[src/rtl/itac_pkg.sv]
package itac_pkg;

  typedef enum logic [1:0] {
    TBL_STATIC = 2'b00,
    TBL_VLAN   = 2'b01,
    TBL_DYN    = 2'b10,
    TBL_CNT    = 2'b11
  } tbl_e;

  typedef enum logic [1:0] {
    ST_IDLE  = 2'd0,
    ST_ISSUE = 2'd1,
    ST_FIX   = 2'd2,
    ST_WAIT  = 2'd3
  } seq_e;

  // control byte layout, msb first
  typedef struct packed {
    logic [2:0] rsvd;
    logic       rd;
    tbl_e       tbl;
    logic [1:0] ahi;
  } ctrl_t;

  function automatic logic is_slow(input tbl_e t);
    return (t == TBL_DYN) || (t == TBL_CNT);
  endfunction

endpackage

[src/rtl/itac_rst_sync.sv]
module itac_rst_sync #(
  parameter int STAGES = 2
) (
  input  logic clk,
  input  logic arst_n,
  output logic rst_n
);

  logic [STAGES-1:0] sync_q;

  always_ff @(posedge clk or negedge arst_n) begin
    if (!arst_n) sync_q <= '0;
    else         sync_q <= {sync_q[STAGES-2:0], 1'b1};
  end

  assign rst_n = sync_q[STAGES-1];

endmodule

[src/rtl/itac_regs.sv]
module itac_regs
  import itac_pkg::*;
#(
  parameter int DATA_W      = 67,
  parameter int NUM_SCRATCH = 3,
  parameter int REG_AW      = 4
) (
  input  logic              clk,
  input  logic              rst_n,
  input  logic              host_we,
  input  logic [REG_AW-1:0] host_addr,
  input  logic [7:0]        host_wdata,
  input  logic              engaged,
  input  logic              status_busy,
  input  logic              res_vld,
  input  logic [DATA_W-1:0] res_data,
  output logic [7:0]        host_rdata,
  output ctrl_t             ctrl_q,
  output logic [7:0]        alo_q,
  output logic [DATA_W-1:0] data_q,
  output logic              launch
);

  localparam int NB       = (DATA_W + 7) / 8;
  localparam int LOW_W    = 8 * (NB - 1);
  localparam int TOP_BITS = DATA_W - LOW_W;
  localparam int CTRL_OFS = NUM_SCRATCH;
  localparam int ALO_OFS  = NUM_SCRATCH + 1;
  localparam int DATA_OFS = NUM_SCRATCH + 2;

  logic [7:0] scr_rd  [NUM_SCRATCH];
  logic [7:0] byte_rd [NB-1];

  // scratch bytes
  for (genvar s = 0; s < NUM_SCRATCH; s++) begin : g_scr
    logic       hit;
    logic [7:0] d, q;
    assign hit = host_we && (host_addr == REG_AW'(s));
    always_comb d = hit ? host_wdata : q;
    always_ff @(posedge clk or negedge rst_n) begin
      if (!rst_n) q <= '0;
      else        q <= d;
    end
    assign scr_rd[s] = q;
  end

  // control
  logic  ctrl_hit;
  ctrl_t ctrl_d;
  assign ctrl_hit = host_we && (host_addr == REG_AW'(CTRL_OFS));
  always_comb ctrl_d = ctrl_hit ? ctrl_t'(host_wdata) : ctrl_q;
  always_ff @(posedge clk or negedge rst_n) begin
    if (!rst_n) ctrl_q <= '0;
    else        ctrl_q <= ctrl_d;
  end

  // address low; a write here is the launch, refused while engaged
  logic [7:0] alo_d;
  assign launch = host_we && (host_addr == REG_AW'(ALO_OFS)) && !engaged;
  always_comb alo_d = launch ? host_wdata : alo_q;
  always_ff @(posedge clk or negedge rst_n) begin
    if (!rst_n) alo_q <= '0;
    else        alo_q <= alo_d;
  end

  // low data bytes: byte i at offset DATA_OFS+NB-1-i
  for (genvar i = 0; i < NB - 1; i++) begin : g_byte
    logic       hit;
    logic [7:0] d, q;
    assign hit = host_we && (host_addr == REG_AW'(DATA_OFS + NB - 1 - i));
    always_comb begin
      if (res_vld)  d = res_data[8*i +: 8];
      else if (hit) d = host_wdata;
      else          d = q;
    end
    always_ff @(posedge clk or negedge rst_n) begin
      if (!rst_n) q <= '0;
      else        q <= d;
    end
    assign byte_rd[i]      = q;
    assign data_q[8*i +: 8] = q;
  end

  // top data bits
  logic                top_hit;
  logic [TOP_BITS-1:0] top_d, top_q;
  assign top_hit = host_we && (host_addr == REG_AW'(DATA_OFS));
  always_comb begin
    if (res_vld)      top_d = res_data[DATA_W-1:LOW_W];
    else if (top_hit) top_d = host_wdata[TOP_BITS-1:0];
    else              top_d = top_q;
  end
  always_ff @(posedge clk or negedge rst_n) begin
    if (!rst_n) top_q <= '0;
    else        top_q <= top_d;
  end
  assign data_q[DATA_W-1:LOW_W] = top_q;

  // read mux
  always_comb begin
    host_rdata = '0;
    for (int s = 0; s < NUM_SCRATCH; s++) begin
      if (host_addr == REG_AW'(s)) host_rdata = scr_rd[s];
    end
    if (host_addr == REG_AW'(CTRL_OFS)) host_rdata = ctrl_q;
    if (host_addr == REG_AW'(ALO_OFS))  host_rdata = alo_q;
    if (host_addr == REG_AW'(DATA_OFS)) begin
      host_rdata[7]            = status_busy;
      host_rdata[TOP_BITS-1:0] = top_q;
    end
    for (int i = 0; i < NB - 1; i++) begin
      if (host_addr == REG_AW'(DATA_OFS + NB - 1 - i)) host_rdata = byte_rd[i];
    end
  end

  AST_DATA_HOLD: assert property (@(posedge clk) disable iff (!rst_n)
    (!res_vld && !host_we) |=> $stable(data_q));

  AST_CTRL_HOLD: assert property (@(posedge clk) disable iff (!rst_n)
    !ctrl_hit |=> $stable(ctrl_q));

  AST_RSVD_ZERO: assert property (@(posedge clk) disable iff (!rst_n)
    (host_addr == REG_AW'(DATA_OFS)) |-> (host_rdata[6:TOP_BITS] == '0));

endmodule

[src/rtl/itac_seq.sv]
module itac_seq
  import itac_pkg::*;
#(
  parameter int ADDR_W = 10
) (
  input  logic              clk,
  input  logic              rst_n,
  input  logic              launch,
  input  ctrl_t             ctrl_q,
  input  logic [7:0]        launch_lo,
  input  logic              be_rvalid,
  output logic              be_req,
  output logic              be_we,
  output tbl_e              be_tbl,
  output logic [ADDR_W-1:0] be_addr,
  output logic              engaged,
  output logic              status_busy,
  output logic              res_vld
);

  seq_e              state_q, state_d;
  logic              rd_q, rd_d;
  tbl_e              tbl_q, tbl_d;
  logic [ADDR_W-1:0] addr_q, addr_d;
  logic              slow;

  assign slow = is_slow(tbl_q);

  // command capture, enabled by launch
  always_comb begin
    rd_d   = rd_q;
    tbl_d  = tbl_q;
    addr_d = addr_q;
    if (launch) begin
      rd_d   = ctrl_q.rd;
      tbl_d  = ctrl_q.tbl;
      addr_d = ADDR_W'({ctrl_q.ahi, launch_lo});
    end
  end

  always_comb begin
    state_d = state_q;
    unique case (state_q)
      ST_IDLE:  if (launch) state_d = ST_ISSUE;
      ST_ISSUE: begin
        if (!rd_q)     state_d = ST_IDLE;
        else if (slow) state_d = ST_WAIT;
        else           state_d = ST_FIX;
      end
      ST_FIX:   state_d = ST_IDLE;
      ST_WAIT:  if (be_rvalid) state_d = ST_IDLE;
      default:  state_d = ST_IDLE;
    endcase
  end

  always_ff @(posedge clk or negedge rst_n) begin
    if (!rst_n) begin
      state_q <= ST_IDLE;
      rd_q    <= 1'b0;
      tbl_q   <= TBL_STATIC;
      addr_q  <= '0;
    end else begin
      state_q <= state_d;
      rd_q    <= rd_d;
      tbl_q   <= tbl_d;
      addr_q  <= addr_d;
    end
  end

  assign be_req      = (state_q == ST_ISSUE);
  assign be_we       = !rd_q;
  assign be_tbl      = tbl_q;
  assign be_addr     = addr_q;
  assign engaged     = (state_q != ST_IDLE);
  assign status_busy = (state_q == ST_WAIT) || ((state_q == ST_ISSUE) && rd_q && slow);
  assign res_vld     = (state_q == ST_FIX) || ((state_q == ST_WAIT) && be_rvalid);

  AST_REQ_PULSE: assert property (@(posedge clk) disable iff (!rst_n)
    be_req |=> !be_req);

  AST_BUSY_HOLD: assert property (@(posedge clk) disable iff (!rst_n)
    (status_busy && !be_rvalid) |=> status_busy);

  AST_BUSY_DONE: assert property (@(posedge clk) disable iff (!rst_n)
    (state_q == ST_WAIT && be_rvalid) |=> !status_busy);

  AST_FIXED_QUIET: assert property (@(posedge clk) disable iff (!rst_n)
    (be_req && !be_we && !is_slow(be_tbl)) |=> (!status_busy && res_vld));

endmodule

[src/rtl/itac_top.sv]
module itac_top
  import itac_pkg::*;
#(
  parameter int DATA_W      = 67,
  parameter int ADDR_W      = 10,
  parameter int NUM_SCRATCH = 3,
  parameter int REG_AW      = 4,
  parameter int SYNC_STAGES = 2
) (
  input  logic              clk,
  input  logic              arst_n,
  input  logic              host_we,
  input  logic [REG_AW-1:0] host_addr,
  input  logic [7:0]        host_wdata,
  output logic [7:0]        host_rdata,
  output logic              be_req,
  output logic              be_we,
  output logic [1:0]        be_tbl,
  output logic [ADDR_W-1:0] be_addr,
  output logic [DATA_W-1:0] be_wdata,
  input  logic [DATA_W-1:0] be_rdata,
  input  logic              be_rvalid
);

  localparam int ALO_OFS = NUM_SCRATCH + 1;

  logic  rst_n;
  logic  engaged, status_busy, res_vld, launch;
  ctrl_t ctrl_q;
  logic  [7:0] alo_q;
  tbl_e  tbl;

  itac_rst_sync #(.STAGES(SYNC_STAGES)) u_rst (
    .clk    (clk),
    .arst_n (arst_n),
    .rst_n  (rst_n)
  );

  itac_regs #(
    .DATA_W      (DATA_W),
    .NUM_SCRATCH (NUM_SCRATCH),
    .REG_AW      (REG_AW)
  ) u_regs (
    .clk         (clk),
    .rst_n       (rst_n),
    .host_we     (host_we),
    .host_addr   (host_addr),
    .host_wdata  (host_wdata),
    .engaged     (engaged),
    .status_busy (status_busy),
    .res_vld     (res_vld),
    .res_data    (be_rdata),
    .host_rdata  (host_rdata),
    .ctrl_q      (ctrl_q),
    .alo_q       (alo_q),
    .data_q      (be_wdata),
    .launch      (launch)
  );

  itac_seq #(.ADDR_W(ADDR_W)) u_seq (
    .clk         (clk),
    .rst_n       (rst_n),
    .launch      (launch),
    .ctrl_q      (ctrl_q),
    .launch_lo   (host_wdata),
    .be_rvalid   (be_rvalid),
    .be_req      (be_req),
    .be_we       (be_we),
    .be_tbl      (tbl),
    .be_addr     (be_addr),
    .engaged     (engaged),
    .status_busy (status_busy),
    .res_vld     (res_vld)
  );

  assign be_tbl = tbl;

  AST_LAUNCH_REQ: assert property (@(posedge clk) disable iff (!rst_n)
    (host_we && host_addr == REG_AW'(ALO_OFS) && !engaged) |=> be_req);

  AST_BUSY_IGNORE: assert property (@(posedge clk) disable iff (!rst_n)
    (host_we && host_addr == REG_AW'(ALO_OFS) && engaged) |=> (!be_req && $stable(alo_q)));

endmodule

[config.mk]
export PLATFORM = sky130hd
export DESIGN_NAME = itac_top
export DESIGN_NICKNAME = d
export VERILOG_FILES = /design/src/rtl/itac_pkg.sv /design/src/rtl/itac_rst_sync.sv /design/src/rtl/itac_regs.sv /design/src/rtl/itac_seq.sv /design/src/rtl/itac_top.sv
export SDC_FILE = /design/constraint.sdc
export NUM_CORES = 1
export LEC_CHECK = 0
export BUFFER_PORTS_ARGS = -buffer_cell sky130_fd_sc_hd__buf_4
export CAP_MARGIN = 25
export CORE_MARGIN = 3
export CORE_UTILIZATION = 40
export DETAILED_ROUTE_END_ITERATION = 8
export RECOVER_POWER = 50
export SLEW_MARGIN = 20
export SYNTH_ARGS = -nofsm -noshare
export SYNTH_HDL_FRONTEND = slang
export SYNTH_HIERARCHICAL = 1
export SYNTH_SLANG_ARGS = --single-unit
export TNS_END_PERCENT = 50
[constraint.sdc]
create_clock -name clk -period 7.86 [get_ports clk]
set_input_delay 1.572 -clock clk [delete_from_list [all_inputs] [get_ports clk]]
set_output_delay 1.572 -clock clk [all_outputs]
set_load 0.1 [all_outputs]
======== After elaboration in Yosys (flattened, before gate mapping) ========
Cells that the tools add are included.
storage, ports and cells
  register bits ........................... 124
  latch bits .............................. 0
  RAM bits ................................ 0
  memory bits (read-only) ................. 0
  bits of input ports ..................... 83
  output and inout bits ................... 89
  memories ................................ 0
cells by class
  add/sub/neg operators ................... 0
  multipliers ............................. 0
  div/mod/pow operators ................... 0
  order comparisons ....................... 0
  equality and inequality tests ........... 20
  shifts and indexed selects .............. 0
  multiplexer cells ....................... 38
  bitwise gates (word level) .............. 0
  reduce and logical (&&, ||, !) cells .... 36
operators with widths
  kind                                                                   count
  8-bit two-way mux                                                      29
  4-bit equality test, second input constant                             6
  2-bit nonzero test                                                     10
  1-bit logical AND                                                      18
  4-bit by 3-bit equality test with 1-bit output, second input constant  4
  3-bit two-way mux                                                      3
  2-bit equality test, second input constant                             4
  4-bit by 2-bit equality test with 1-bit output, second input constant  2
  2-bit case mux with 4 select lines                                     1
  2-bit two-way mux                                                      3
  4-bit by 1-bit equality test with 1-bit output, second input constant  1
  4-bit logical NOT                                                      1
  2-bit != test, second input constant                                   2
  1-bit logical OR                                                       3
  2-bit by 1-bit equality test with 1-bit output, second input constant  1
  1-bit logical NOT                                                      2
  2-bit logical NOT                                                      1
  1-bit two-way mux                                                      2
  2-bit AND reduction                                                    1

======== Longest topological paths before layout ========
  depth after elaboration ................. 15
  depth in mapped cells ................... 10

======== Modules after synthesis ========
Netlist, hierarchy kept.
by module, submodules not included
  module         instances  cells an instance  area an instance (um^2)  seq. area each (um^2)
  itac_regs      1          573                5818.1                   2677.6
  itac_seq       1          43                 639.4                    375.4
  itac_rst_sync  1          3                  53.8                     50.0

======== Least setup slack after synthesis ========
OpenSTA, ideal clock, no wires.
  path type ............................... in2out
  start point ............................. input port host_addr[2]
  end point ............................... output port host_rdata[3]
  arrival ................................. 4.674 ns
  data required time ...................... 6.288 ns
  path slack .............................. 1.614 ns
  stages on the path ...................... 7
  buffers on the path ..................... 2
  cell sequence ........................... buf_4 nor2b_1 buf_2 a21oi_1 o221ai_1 a21oi_1 a211oi_1
on the way
  cells in the longest elaborated chain, start to end .. 14
RTL lines
  what                            line              RTL
  start, declared                 itac_top.sv:13    input logic [REG_AW-1:0] host_addr,
  4-bit logical NOT               itac_regs.sv:103  if (host_addr == REG_AW'(s)) host_rdata = scr_rd[s];
  8-bit two-way mux (3 in a row)  itac_regs.sv:103
  8-bit two-way mux               itac_regs.sv:105  if (host_addr == REG_AW'(CTRL_OFS)) host_rdata = ctrl_q;
  8-bit two-way mux               itac_regs.sv:106  if (host_addr == REG_AW'(ALO_OFS)) host_rdata = alo_q;
  8-bit two-way mux (7 in a row)  itac_regs.sv:112  if (host_addr == REG_AW'(DATA_OFS + NB - 1 - i)) host_rdata = byte_rd[i];
  8-bit two-way mux *             itac_regs.sv:112
  end, declared                   itac_top.sv:15    output logic [7:0] host_rdata,
Every way passes the cells marked *; elsewhere a longest branch is shown, timed or not.

==> results.toml <==
[clock_network]
clk_pin_slew_ps = 50
clk_path_buf_depth = 2
cts.hold.buffers_added = 0
cts_buffers = 17
post_cts_resized = 0
post_cts_buffers = 0
clock-root-buffer = "clkbuf_16"
insertion_delay_ps = 410
cts_tree = "done"
clock-sinks = 124
htreeDepth = 4

[yosys]
synthTopCellsByArea = "dfrtp_1 (48%), mux2i_1 (8.3%), mux2_2 (6.4%)"
synth_top_family_by_area = "multiplexers"
ys_async_sr_fraction_pct = 100
synth_mux_area_share_pct = 21.6
synth-xor-area-share_pct = 0
synth_top_area_cell = "dfrtp_1"
synth_edf_count = 0
synthesis.area_um2 = 6510
ys_warn_count = 6
synth_top_area_share_pct = 47.7
synth_seq_area_share_pct = 47.7
ys_types = 58
synthAdderAreaFrac_pct = 0
syn-num-nets = 702
synthFlopType = "dfrtp_1"
synthCells = 619
synth.avg_cell_area_um2 = 10.5
yosys.area_share.simple_pct = 11.8
synth-seq-cells = 124
synth_compound_area_share_pct = 14.1

[placed_design]
dp.cells = 960
gp_congestion = 0.935
port_buffers = 171
hpwlAfterDp_mm = 15.4

[timing]
grt_setup_unrepaired = "false"
tightest_slew_ps = 3040
fmax_mhz = 188
hold_ws_ps = 347
slew_viol_final = 106
timing.final.crit_share_pct = 67.6
hold_violations = 0
setup_tns_ps = 0
fin_crit_ps = 5310
setup_viol = 0
skew_ps = 9.40
maxSlewHeadroom_pct = -103

[floorplanning]
dieArea_um2 = 17800
start_util_pct = 41.0
top_level_ports = 172
row_count = 46
core-area_um2 = 15900
die_h_um = 134
dieWidth_um = 134

[grt]
grt_pass1_vias = 5498
grt_max_degree = 91
grt_pass1_wl_mm = 33.1
antenna_found_initial = 0
overflow = 0
track_usage_pct = 24.4

[routing]
wl_mm = 21.7
wl_per_cell_um = 21.9
vias_per_cell = 5.58
firstDrtPassIters = 5
ant_nets = 0
route.detailed.drc = 0
vias = 5544
drt-initial-drc-count = 664

[critical_path]
rrSetupSlack_ps = 2550
r2r_cells = 2
end_kind = "async pin"
arrival_ps = 5150
worstSetupPathType = "flip-flop to async pin"
crit_required_ps = 7700
cp_max_fo = 57
endpoint = "u_seq/be_addr[8]"
reg2reg_from = "u_rst/sync_q[1]"
critPathLaunch = "u_rst/sync_q[1]"
cp-start-kind = "flip-flop"
r2r-end = "u_seq/be_addr[8]"

[layout]
fillCellCount = 1529
drive_gt1_share_pct = 30.1
num_antenna_cells = 0
final_cell_mix = "buf_4 (129), dfrtp_1 (124), nand2_1 (98), mux2i_1 (54), o21ai_1 (53)"
final_cell_count_no_fill = 993
final_common_cell = "buf_4"
area_growth_pct = 27.5
nNetsFinal = 847

[hold_path]
min_from = "u_rst/sync_q[0]"
whs_path_depth = 0
hold_path_class = "flip-flop to flip-flop"

[run]
maxCapViolations = 2

[outcome]
violations = "max-capacitance violations, max-slew violations"
status = "complete, but fails checks"
## registers in the layout, summed over array words and instances, names as in the netlist
name / cells
u_seq/be_tbl: 2
u_regs/alo_q: 8
u_regs/top_q: 3
u_rst/sync_q: 2
u_seq/rd_q: 1
u_seq/state_q: 2
u_regs/g_scr.q: 24
u_regs/ctrl_q: 8
u_seq/be_addr: 10
u_regs/g_byte.q: 64
## cells in the mapped netlist, types with 2 or more instances
cell,count
a211o_1,2
a211oi_1,4
a21oi_1,25
a22oi_1,17
a31oi_1,8
a32oi_1,5
and3_1,2
buf_1,2
buf_2,11
buf_4,6
buf_6,5
clkbuf_1,23
dfrtp_1,124
inv_1,6
inv_2,3
mux2_1,10
mux2_2,37
mux2_4,15
mux2i_1,54
mux4_2,5
nand2_1,98
nand2b_1,3
nand3_1,13
nand3_2,2
nand3b_1,4
nor2_1,13
nor2_4,4
nor2b_1,7
nor3_1,2
nor4bb_1,2
o211ai_1,3
o21ai_0,20
o21ai_1,53
o22ai_1,7
## worst min path at each step
stage                            to  slack [ps]
finish              u_rst/sync_q[1]         350
global placement    u_rst/sync_q[1]         340
CTS                 u_rst/sync_q[1]         350
floorplan           u_rst/sync_q[1]         330
global route        u_rst/sync_q[1]         350
detailed placement  u_rst/sync_q[1]         340
## per-stage QoR
| step | util (%) | area (um2) | setup WS, ps |
|---|---|---|---|
| floorplan | - | 6510 | 1610 |
| global placement | 49.2 | 7820 | 2780 |
| detailed placement | 49.2 | 7820 | 2710 |
| CTS | 53.3 | 8470 | 2700 |
| global route | 52.3 | 8300 | 1490 |
| finish | 52.3 | 8300 | 2550 |
## cell type report
class / instances / area [um2] / share of cell area, %
clock buffers: 22 / 484 / 5.83
clock inverters: 10 / 161 / 1.94
inverters: 9 / 33.8 / 0.407
multi-input cells: 437 / 3110 / 37.5
flip-flops and latches: 124 / 3100 / 37.4
well taps: 216 / 270 / 3.25
repair buffers: 175 / 1140 / 13.7
## critical path, cell delays in order (launching register included)
cell and delay, ps:
dfrtp_1 1630, clkbuf_1 860, clkbuf_1 2210
## per-layer routing
| layer | vias to the layer above | routed length [um] | track usage [%] |
|---|---|---|---|
| met2 | 284 | 9970 | 36.7 |
| met1 | 2735 | 9730 | 35.4 |
| li1 | 2510 | - | - |
| met4 | 0 | 204 | 5.71 |
| met5 | - | 0 | 0 |
| met3 | 15 | 1840 | 6.31 |
## cell families (layout without fill, tap and decap cells)
group | after synthesis | in the layout
AOI/OAI and AO/OA | 155 | 155
buffers and inverters | 58 | 216
DFF | 124 | 124
muxes | 121 | 121
other | 1 | 1
and+or+nand+nor | 160 | 160
Power is left out: the tool's default activity adds up to more than one toggle a clock period on the data nets, which glitch-free logic cannot reach.
